===== src/rtl/bank_seq_pkg.sv =====
package bank_seq_pkg;
  typedef enum logic [2:0] {
    ST_DIS  = 3'd0,
    ST_EN   = 3'd1,
    ST_BW1  = 3'd2,
    ST_BW2  = 3'd3,
    ST_ALT1 = 3'd4,
    ST_ALT2 = 3'd5,
    ST_ALT3 = 3'd6
  } seq_state_e;

  typedef struct packed {
    logic       zero;
    logic       sel_hit;
    logic [1:0] sel_idx;
    logic [3:0] alt_hit;
    logic [1:0] alt_val;
    logic       bw_enter;
    logic       bw_op_hit;
    logic [1:0] bw_op;
    logic       bw_final;
  } match_t;
endpackage


===== src/rtl/bank_seq_qual.sv =====
module bank_seq_qual (
  input  logic clk_i,
  input  logic rst_ni,
  input  logic cs_i,
  input  logic req_i,
  output logic pulse_o
);
  logic live, live_q;
  assign live = cs_i & req_i;

  always_ff @(posedge clk_i or negedge rst_ni)
    if (!rst_ni) live_q <= 1'b0;
    else         live_q <= live;

  assign pulse_o = live & ~live_q;

  a_r9_single_pulse: assert property (@(posedge clk_i) disable iff (!rst_ni)
    pulse_o |=> !pulse_o);
endmodule


===== src/rtl/bank_seq_match.sv =====
module bank_seq_match
  import bank_seq_pkg::*;
#(
  parameter int AW = 14,
  parameter logic [3:0][AW-1:0] SEL_OFFS = {14'h001C, 14'h0018, 14'h0014, 14'h0010},
  parameter logic [3:0][AW-1:0] ALT_MASK = {14'h3FF3, 14'h3FFC, 14'h3FFF, 14'h007F},
  parameter logic [3:0][AW-1:0] ALT_VAL  = {14'h0010, 14'h00A4, 14'h0092, 14'h003D},
  parameter int ALT_SHIFT = 0,
  parameter logic [AW-1:0] BW_ENT_MASK = 14'h3FF0,
  parameter logic [AW-1:0] BW_BASE     = 14'h35B0,
  parameter logic [AW-1:0] BW_OP_MASK  = 14'h3FF3,
  parameter logic [AW-1:0] BW_FIN_MASK = 14'h3FF8,
  parameter logic [AW-1:0] BW_FIN_VAL  = 14'h35C0
) (
  input  logic [AW-1:0] addr_i,
  output match_t        m_o
);
  localparam int NSEL = 4;
  logic [NSEL-1:0] sel_eq, op_eq;
  logic [AW-1:0]   shifted;

  for (genvar k = 0; k < NSEL; k++) begin : g_cmp
    localparam logic [AW-1:0] OP_VAL = BW_BASE + AW'(k);
    assign sel_eq[k]     = (addr_i == SEL_OFFS[k]);
    assign op_eq[k]      = ((addr_i & BW_OP_MASK) == OP_VAL);
    assign m_o.alt_hit[k] = ((addr_i & ALT_MASK[k]) == ALT_VAL[k]);
  end

  always_comb begin
    m_o.sel_idx = 2'd0;
    m_o.bw_op   = 2'd0;
    for (int k = NSEL - 1; k >= 0; k--) begin
      if (sel_eq[k]) m_o.sel_idx = 2'(k);
      if (op_eq[k])  m_o.bw_op   = 2'(k);
    end
  end

  assign shifted      = addr_i >> ALT_SHIFT;
  assign m_o.alt_val  = shifted[1:0];
  assign m_o.zero     = (addr_i == '0);
  assign m_o.sel_hit  = |sel_eq;
  assign m_o.bw_op_hit = |op_eq;
  assign m_o.bw_enter = ((addr_i & BW_ENT_MASK) == BW_BASE);
  assign m_o.bw_final = ((addr_i & BW_FIN_MASK) == BW_FIN_VAL);
endmodule


===== src/rtl/bank_seq_fsm.sv =====
module bank_seq_fsm
  import bank_seq_pkg::*;
(
  input  logic       clk_i,
  input  logic       rst_ni,
  input  logic       acc_i,
  input  match_t     m_i,
  output logic [1:0] bank_o,
  output seq_state_e state_o
);
  seq_state_e st_q, st_d;
  logic [1:0] bank_q, bank_d, alt_q, alt_d;

  always_comb begin
    st_d   = st_q;
    bank_d = bank_q;
    alt_d  = alt_q;
    if (acc_i) begin
      if (m_i.zero) st_d = ST_EN;
      else begin
        unique case (st_q)
          ST_DIS: st_d = ST_DIS;
          ST_EN: begin
            if (m_i.sel_hit) begin
              bank_d = m_i.sel_idx;
              st_d   = ST_DIS;
            end else if (m_i.alt_hit[0]) st_d = ST_ALT1;
            else if (m_i.bw_enter)       st_d = ST_BW1;
            else                         st_d = ST_DIS;
          end
          ST_BW1, ST_BW2: begin
            if (st_q == ST_BW2 && m_i.bw_final) st_d = ST_DIS;
            else if (m_i.bw_op_hit) begin
              bank_d[m_i.bw_op[1]] = m_i.bw_op[0];
              st_d = ST_BW2;
            end else st_d = ST_DIS;
          end
          ST_ALT1: st_d = m_i.alt_hit[1] ? ST_ALT2 : ST_DIS;
          ST_ALT2: begin
            if (m_i.alt_hit[2]) begin
              alt_d = m_i.alt_val;
              st_d  = ST_ALT3;
            end else st_d = ST_DIS;
          end
          ST_ALT3: begin
            if (m_i.alt_hit[3]) bank_d = alt_q;
            st_d = ST_DIS;
          end
          default: st_d = ST_DIS;
        endcase
      end
    end
  end

  always_ff @(posedge clk_i or negedge rst_ni)
    if (!rst_ni) begin
      st_q   <= ST_EN;
      bank_q <= 2'd3;
      alt_q  <= 2'd0;
    end else begin
      st_q   <= st_d;
      bank_q <= bank_d;
      alt_q  <= alt_d;
    end

  assign bank_o  = bank_q;
  assign state_o = st_q;

  a_r2_zero_arms: assert property (@(posedge clk_i) disable iff (!rst_ni)
    acc_i && m_i.zero |=> st_q == ST_EN && $stable(bank_q));
  a_r10_idle_holds: assert property (@(posedge clk_i) disable iff (!rst_ni)
    !acc_i |=> $stable(bank_q) && $stable(st_q));
  a_r8_disabled_ignores: assert property (@(posedge clk_i) disable iff (!rst_ni)
    acc_i && !m_i.zero && st_q == ST_DIS |=> st_q == ST_DIS && $stable(bank_q));
  a_r5_one_bit_step: assert property (@(posedge clk_i) disable iff (!rst_ni)
    acc_i && (st_q == ST_BW1 || st_q == ST_BW2) |=> $countones(bank_q ^ $past(bank_q)) <= 1);
  a_r7_alt_bank_held: assert property (@(posedge clk_i) disable iff (!rst_ni)
    acc_i && (st_q == ST_ALT1 || st_q == ST_ALT2) |=> $stable(bank_q));
endmodule


===== src/rtl/bank_seq_ctrl.sv =====
module bank_seq_ctrl
  import bank_seq_pkg::*;
#(
  parameter int AW = 14,
  parameter logic [3:0][AW-1:0] SEL_OFFS = {14'h001C, 14'h0018, 14'h0014, 14'h0010},
  parameter logic [3:0][AW-1:0] ALT_MASK = {14'h3FF3, 14'h3FFC, 14'h3FFF, 14'h007F},
  parameter logic [3:0][AW-1:0] ALT_VAL  = {14'h0010, 14'h00A4, 14'h0092, 14'h003D},
  parameter int ALT_SHIFT = 0,
  parameter logic [AW-1:0] BW_ENT_MASK = 14'h3FF0,
  parameter logic [AW-1:0] BW_BASE     = 14'h35B0,
  parameter logic [AW-1:0] BW_OP_MASK  = 14'h3FF3,
  parameter logic [AW-1:0] BW_FIN_MASK = 14'h3FF8,
  parameter logic [AW-1:0] BW_FIN_VAL  = 14'h35C0
) (
  input  logic          clk_i,
  input  logic          rst_ni,
  input  logic          cs_i,
  input  logic          req_i,
  input  logic [AW-1:0] addr_i,
  output logic [1:0]    bank_o,
  output logic [2:0]    state_o
);
  logic       acc;
  match_t     m;
  seq_state_e st;

  bank_seq_qual u_qual (
    .clk_i(clk_i), .rst_ni(rst_ni), .cs_i(cs_i), .req_i(req_i), .pulse_o(acc)
  );

  bank_seq_match #(
    .AW(AW), .SEL_OFFS(SEL_OFFS), .ALT_MASK(ALT_MASK), .ALT_VAL(ALT_VAL),
    .ALT_SHIFT(ALT_SHIFT), .BW_ENT_MASK(BW_ENT_MASK), .BW_BASE(BW_BASE),
    .BW_OP_MASK(BW_OP_MASK), .BW_FIN_MASK(BW_FIN_MASK), .BW_FIN_VAL(BW_FIN_VAL)
  ) u_match (
    .addr_i(addr_i), .m_o(m)
  );

  bank_seq_fsm u_fsm (
    .clk_i(clk_i), .rst_ni(rst_ni), .acc_i(acc), .m_i(m),
    .bank_o(bank_o), .state_o(st)
  );

  assign state_o = st;
endmodule


===== config.mk =====
export PLATFORM = sky130hd
export DESIGN_NAME = bank_seq_ctrl
export DESIGN_NICKNAME = d
export VERILOG_FILES = /design/src/rtl/bank_seq_pkg.sv /design/src/rtl/bank_seq_qual.sv /design/src/rtl/bank_seq_match.sv /design/src/rtl/bank_seq_fsm.sv /design/src/rtl/bank_seq_ctrl.sv
export SDC_FILE = /design/constraint.sdc
export NUM_CORES = 1
export LEC_CHECK = 0
export ABC_AREA = 1
export BUFFER_PORTS_ARGS = -buffer_cell sky130_fd_sc_hd__buf_2
export CORE_AREA = 2 2 54 56
export CTS_CLUSTER_SIZE = 25
export DETAILED_ROUTE_END_ITERATION = 10
export DIE_AREA = 0 0 56 58
export HOLD_SLACK_MARGIN = 0.05
export PLACE_DENSITY = 0.49
export SYNTH_ARGS = -nofsm -noshare
export SYNTH_HDL_FRONTEND = slang
export SYNTH_SLANG_ARGS = --single-unit

===== constraint.sdc =====
create_clock -name clk_i -period 1.9 [get_ports clk_i]
set_clock_uncertainty 0.1 [all_clocks]
set_input_delay 0.095 -clock clk_i [delete_from_list [all_inputs] [get_ports clk_i]]
set_output_delay 0.095 -clock clk_i [all_outputs]
set_load 0.03 [all_outputs]

# Word level (Yosys, flattened, before mapping)
# Index checks and enable logic that the tools add are counted.
[totals]
word_cells = 68
reg_bits = 8
in_bits = 18
output_inout_bits = 5
[op_classes]
reduce_logical = 9
n_eq_ne = 24
n_lt_le_gt_ge = 2
n_mux = 25
bitwise = 4
[op_table]
columns = ["op", "count"]
rows = [
  ["14-bit by 5-bit equality test with 1-bit output (second input constant)", 4],
  ["12-bit equality test (second input constant)", 4],
  ["2-bit 2-to-1 mux", 14],
  ["3-bit 2-to-1 mux", 6],
  ["14-bit by 8-bit equality test with 1-bit output (second input constant)", 1],
  ["14-bit zero test", 1],
  ["12-bit by 3-bit equality test with 1-bit output (second input constant)", 1],
  ["12-bit by 6-bit equality test with 1-bit output (second input constant)", 1],
  ["3-bit one-hot mux with 4 select lines", 1],
  ["11-bit equality test (second input constant)", 1],
  ["10-bit equality test (second input constant)", 1],
  ["3-bit equality test (second input constant)", 3],
  ["2-bit inequality test (second input constant)", 4],
  ["4-bit OR reduction", 2],
  ["7-bit by 6-bit equality test with 1-bit output (second input constant)", 1],
  ["7-bit AND reduction", 1],
  ["3-bit by 2-bit equality test with 1-bit output (second input constant)", 2],
  ["2-bit one-hot mux with 3 select lines", 1],
  ["4-bit AND reduction", 1],
  ["3-bit by 1-bit equality test with 1-bit output (second input constant)", 1],
  ["3-bit nonzero test", 1],
  ["1-bit bitwise AND", 2],
  ["2-bit bitwise mux", 1],
  ["1-bit logical AND", 2],
  ["6 further kinds", 7],
]

# Logic depth before layout (Yosys ltp)
# Gate-level depths: netlist (run 1).
[logic_depth]
word_depth = 13
depth_mapped = 11
ltp_nobuf = 11

# By module
# A second synthesis (run 1) with hierarchy kept.
[unflattened]
hier_cells = 140
hier_area_um2 = 827.0
[modules_own_cells]
columns = ["module", "cells_each", "seq_area_each_um2", "area_each_um2", "instances"]
rows = [
  ["bank_seq_fsm", 80, 178.9, 536.8, 1],
  ["bank_seq_match", 56, 0.0, 251.5, 1],
  ["bank_seq_qual", 4, 25.0, 38.8, 1],
]

# Least setup slack after synthesis (run 1)
# Ideal clock, no wire load.
[synth_path]
path_type = "flip-flop to flip-flop"
from = "reg u_fsm.st_q[0], in the netlist u_fsm.state_o[0]"
to = "reg u_fsm.alt_q[1]"
period_less_slack_ns = 1.502
t_arrival_ns = 1.280
path_stages_with_launch = 8
setup_ns = 0.121
setup_slack_ns = 0.398
n_path_buf = 0
required_ns = 1.679
cell_sequence = "dfstp_2 -> inv_1 -> nor3_2 -> nand3_1 -> nor2_1 -> nand2_1 -> nand2_1 -> o21ai_1"
[synth_between]
elab_chain_cells = 2
[synth_lines]
columns = ["item", "line_no", "rtl"]
rows = [
  ["start: declaration", "bank_seq_fsm.sv:11", "seq_state_e st_q, st_d;"],
  ["start signal: assignment", "bank_seq_fsm.sv:61", "st_q <= st_d;"],
  ["3-bit equality test", "bank_seq_fsm.sv:21", "unique case (st_q)"],
  ["4-bit AND reduction (no line)", "n/a", ""],
  ["end signal: assignment", "bank_seq_fsm.sv:63", "alt_q <= alt_d;"],
  ["end: declaration", "bank_seq_fsm.sv:12", "logic [1:0] bank_q, bank_d, alt_q, alt_d;"],
]
# No other way between the ends.
# A chain may end at the register's enable or synchronous reset.

# Worst setup path after layout (run 1)
# Ends and elaborated chain as after synthesis.

==> impl_metrics.ini, run 1 <==
[die]
rows = 19
ioPinCount = 23
design.core.area_um2 = 2660
die_w_um = 56
die_h_um = 58
die_area_um2 = 3250
initial_core_util = 0.291

[cts]
cts.sinks = 8
clock-root-buffer = clkbuf_4
cts_tree = yes
cts_max_path_buffers = 2
worstSkewPairLatency_ns = 0.25
htreeDepth = 1
clkTransAtPathRegs_ns = 0.06
cts_inserted_buffers = 3
cts_resized = 0

[drt]
finalWirelength_um = 2090
routed.top_layer = met4
viasPerCell = 4.72
drc = 0
firstDrtPassIters = 4
dr_wl_met3_um = 93
first_iter_violations = 19
wl_met1_um = 964
post_drt_wl_per_cell_um = 10.9
via_count = 906
ant_nets = 0
wl_met2_um = 1020

[flow_run]
maxCapViolCount = 0

[status]
status = finished, final reports clean

[sta]
fmax_mhz = 664
tns_ns = 0
hold_viol_final = 0
setup_viol = 0
finalMaxSlewViolations = 0
fin_crit_ns = 1.51
rsz0062_at_grt = no
worst_pin_slew_ns = 0.287
slew-limit-headroom = 0.807
period_share = 0.793

[synth]
synth_edf_count = 0
synth_top_cells_by_count = nand2_1 (42), inv_1 (20), nor2_1 (19), nand3_1 (11)
yosysWarnings = 0
syn_area_per_cell_um2 = 5.92
synthCells = 131
ys_seq_area_frac = 0.263
synth_seq_cells = 8
synth_nets = 149
synth_ff_type = dfrtp_1
synth_cell_types = 21
synth_top_cell_by_area = nand2_1
synthTopCellsByArea = nand2_1 (20%), dfrtp_1 (16%), dfstp_2 (10%), inv_1 (9.7%), nor2_1 (9.2%)
yosys.area.top_type_share = 0.203
synth_most_common_cell = nand2_1
synth-async-reset-ratio = 1.00
syn_area_um2 = 776

[final_layout]
drive_above_1_share = 0.273
syn_to_final_growth_pct = 27.4
antenna_cells = 0
fin_nets = 180
post-route-util = 0.371

[worst_setup_path]
r2r-start = u_fsm.state_o[0]
crit_path_cell_trace = inv_1 > nor3_2 > nand3_1 > nor2_1 > nand2_1 > nand2_1 > o21ai_1
critical-path-slowest-cell = dfstp_2
end_kind = register
rr_endpoint = u_fsm.alt_q[1]
worst_setup_path_start_kind = register
required_ns = 1.93
rr_worst_depth = 7
critPathMaxFanout = 5
ff2ff_setup_slack_ns = 0.39
crit_top_cell = nand2_1
max_stage_delay_ns = 0.57
critical_path_arrival_ns = 1.54
crit_type = reg -> reg
crit_buf_inv = 1
crit_family = simple AND/OR/NAND/NOR gates

[place]
dp_hpwl_um = 1790
place.gp.congestion = 0.910
portBuffers = 22

[pwr]
powerDensity_nw_per_um2 = 434
leakage_uw = 0.000511
vdd_ir_drop_max_uv = 222

[global_routing]
antenna_found_initial = 0
first_global_vias = 885
grt_pass1_wl_um = 3770
grt_use_total = 0.145
grt_max_degree = 9
grt_overflow = 0

[hold_path]
holdCritStartpoint = addr_i[0]
holdPathStages = 3
hold_path_end = u_fsm.alt_q[0]
hp-class = in -> reg
layout make-up:
| type | count | area (um2) |
|---|---|---|
| Sequential cell | 8 | 204 |
| Inverter | 21 | 78.8 |
| Multi-Input combinational cell | 102 | 493 |
| Fill cell | 328 | 1670 |
| Clock buffer | 4 | 26.3 |
| Tap cell | 31 | 38.8 |
| Timing Repair Buffer | 26 | 148 |
metal layers:
metal,GRT usage,up-vias
met2,0.254,24
li1,-,474
met3,0.0179,2
met4,0.0646,0
met1,0.181,406
met5,0,-
cell families after synthesis:
group	count (synthesis)	synth area share
buffers and inverters	21	0.102
AOI/OAI and AO/OA	6	0.0500
DFF	8	0.263
and+or+nand+nor	96	0.585
how the worst max path moves through the flow:
stage                     cells past startpoint  slack (ns)              to        startpoint
after detailed placement                      7        0.40  u_fsm.alt_q[1]  u_fsm.state_o[0]
after floorplan                               7        0.40  u_fsm.alt_q[1]  u_fsm.state_o[0]
after global placement                        7        0.45  u_fsm.alt_q[1]  u_fsm.state_o[0]
final                                         7        0.39  u_fsm.alt_q[1]  u_fsm.state_o[0]
after global routing                          7        0.21  u_fsm.alt_q[1]  u_fsm.state_o[0]
after CTS                                     7        0.37  u_fsm.alt_q[1]  u_fsm.state_o[0]
through the flow:
step / worst slack (ns) / cell area (um2) / total power (uW) / hold WS, ns / std cells
floorplan: 0.398 / 776 / 245 / -0.301 / 131
detailed placement: 0.399 / 932 / 289 / -0.151 / 185
finish: 0.394 / 988 / 429 / 0.0906 / 192
global route: 0.210 / 988 / 462 / 0.0977 / 192
global placement: 0.446 / 932 / 289 / -0.148 / 185
CTS: 0.375 / 988 / 439 / 0.0742 / 192
cells in the final DEF (no fill, tap or decap):
master,Yosys,final
a21oi_2,1,1
a31oi_1,1,1
buf_2,0,22
nand3_2,2,2
o21ai_1,2,2
nand3b_1,2,2
nor3_1,4,4
nand3_1,11,11
buf_4,0,1
nor3_2,1,1
dfrtp_1,5,5
nor2_2,5,5
nor2_4,2,2
clkbuf_4,0,3
nand2_2,3,3
o22ai_1,1,1
dfstp_2,3,3
dlygate4sd3_1,0,3
inv_2,1,1
nand2_1,42,42
clkbuf_1,0,1
o21a_1,1,1
nand4_1,4,4
inv_1,20,20
nor3b_1,1,1
nor2_1,19,19
worst register-to-register path, cell delays in order, from the launching register on:
cell and delay, ns:
dfstp_2 0.57, inv_1 0.07, nor3_2 0.16, nand3_1 0.08
nor2_1 0.15, nand2_1 0.12, nand2_1 0.07, o21ai_1 0.06
power by group:
group	switching, uW	total, uW	internal, uW
registers	5.05	183	178
clock network	58.0	138	80.3
logic	67.9	108	40.3
registers in the layout (all words and copies together) (netlist names):
name and flops:
u_fsm.alt_q 2, u_qual.live_q 1, u_fsm.bank_o 2, u_fsm.state_o 3
repair_timing:
item | CTS | global route
buffers inserted | 0 | 0
endpoints found under the hold margin | 9 | 0
hold buffers | 3 | 0
setup endpoints to repair | 0 | 0
Note: power is estimated with default switching activity, not from simulation.
==> inputs of run 2 (changes only) <==
==> constraint.sdc (replaced) <==
create_clock -name clk_i -period 1.4 [get_ports clk_i]
set_clock_uncertainty 0.1 [all_clocks]
set_input_delay 0.07 -clock clk_i [delete_from_list [all_inputs] [get_ports clk_i]]
set_output_delay 0.07 -clock clk_i [all_outputs]
set_load 0.03 [all_outputs]
==> run 2 against run 1 <==
Net effect: total power increased by 40%; hold slack got worse by 0.017 ns; combinational power increased by 55%; critical path type unchanged.
==> impl_metrics.ini, run 2 (synthesis gave the netlist of run 1 again) <==
[pwr]
power.switching_uw = 185
leakage_uw = 0.000554
seqPwrFrac = 0.408
netSwitchingFraction = 0.308
vdd_ir_drop_max_uv = 463
clockPowerShare = 0.315
comb_power_share = 0.278
powerDensity_nw_per_um2 = 555
total_power_uw = 602
p_int_uw = 417

[global_routing]
met1_usage = 0.175
first_global_vias = 900
grt_util_met2 = 0.239
antenna_found_initial = 0
grt_use_total = 0.137
grt_max_degree = 9
busiest_layer = met2
grt_overflow = 0
use_met3 = 0.0179
grt_pass1_wl_um = 3640

[worst_setup_path]
worst_setup_path_start_kind = register
critical_path_arrival_ns = 1.43
critPathMaxFanout = 4
crit_buf_inv = 1
required_ns = 1.43
end_kind = register
max_stage_delay_ns = 0.55
ff2ff_setup_slack_ns = 0.005
critical-path-slowest-cell = dfstp_2
crit_path_cell_trace = inv_2 > nor3_2 > nand3_1 > nor2_2 > nand2_2 > nand2_1 > o21ai_1
crit_type = reg -> reg
crit_family = flip-flops

[sta]
setup_viol = 0
period_share = 0.996
fin_crit_ns = 1.39
fin_hold_ws_ns = 0.0733
rsz0062_at_grt = yes
worst_pin_slew_ns = 0.229
hold_viol_final = 0
finalMaxSlewViolations = 0
fmax_mhz = 717
tns_ns = 0
slew-limit-headroom = 0.846

[drt]
post_drt_wl_per_cell_um = 10.1
via_count = 926
drc = 0
firstDrtPassIters = 4
viasPerCell = 4.61
first_iter_violations = 28
finalWirelength_um = 2040
ant_nets = 0

[die]
die_w_um = 56
initial_core_util = 0.291
die_h_um = 58
rows = 19
design.core.area_um2 = 2660
die_area_um2 = 3250
ioPinCount = 23

[status]
status = finished, final reports clean

[cts]
clkTransAtPathRegs_ns = 0.06
cts_tree = yes
worstSkewPairLatency_ns = 0.25
cts_max_path_buffers = 2
cts.sinks = 8
cts_inserted_buffers = 3
clock-root-buffer = clkbuf_4
htreeDepth = 1

[final_layout]
layout.cells.most_common_list = nand2_1 (39), buf_2 (22), inv_1 (18)
largest_reg_flops = 3
layout_commonest_cell = nand2_1
fin_nets = 189
syn_to_final_growth_pct = 40.0
post-route-util = 0.408
antenna_cells = 0
drive_above_1_share = 0.371

[place]
dp_hpwl_um = 1760
place.gp.congestion = 0.869
portBuffers = 22

[flow_run]
maxCapViolCount = 0

[hold_path]
hp-class = in -> reg
run 2: cell types whose count changed in the layout (fill, tap and decap cells not counted), moves of 2 or more:
cell,previous run,this run
buf_4,1,9
nand2_2,3,6
nand2_1,42,39
inv_1,20,18
inv_2,1,3
nor2_2,5,8
nor2_1,19,16
run 2: what timing repair did:
action	4_1_cts	5_1_grt
hold endpoints to repair	10	0
hold buffers	4	0
pin swaps	2	2
cloned	0	0
endpoints found under the setup margin	4	7
setup buffers	0	2
resized for setup	4	5
run 2: through the flow:
stage	cells	instance area (um2)	setup WS [ns]
after floorplan	131	778	-0.0790
after global placement	191	980	-0.0235
after detailed placement	191	980	-0.0459
after CTS	199	1060	0.00857
after global routing	201	1090	-0.102
final	201	1090	0.00505
run 2: power groups by stage:
stage / logic [uW] / clock network, uW / registers [uW]
2_1_floorplan: 73.0 / 0 / 260
3_3_place_gp: 154 / 0 / 249
3_5_place_dp: 154 / 0 / 250
4_1_cts: 168 / 199 / 246
5_1_grt: 188 / 211 / 246
6_report: 167 / 189 / 246
run 2: worst register-to-register path: stages (launching register included):
cell	delay, ns
dfstp_2	0.55
inv_2	0.05
nor3_2	0.09
nand3_1	0.10
nor2_2	0.16
nand2_2	0.09
nand2_1	0.07
o21ai_1	0.05
run 2: worst paths after layout:
check,startpoint,end,cells past startpoint
max in group asynchronous,rst_ni,u_fsm.bank_o[1],2
worst max register to register,u_fsm.state_o[0],u_fsm.alt_q[1],7
min in group asynchronous,rst_ni,u_qual.live_q,2
worst min register to register,u_fsm.bank_o[0],u_fsm.bank_o[0],2
worst max-delay path,u_fsm.state_o[0],u_fsm.alt_q[1],7
worst min-delay path,addr_i[1],u_fsm.alt_q[1],3
run 2: area by class of cell:
class                      instances  area [um2]
fill                             313        1580
multi-input combinational        102         519
timing repair buffer              35         218
sequential                         8         205
inverter                          21        78.8
tap                               31        38.8
clock buffer                       4        26.3
run 2: routing by layer:
layer / up-vias / share of wire
met2: 28 / 0.47
met5: - / 0
met3: 2 / 0.054
li1: 489 / -
met1: 407 / 0.46
met4: 0 / 0.0083
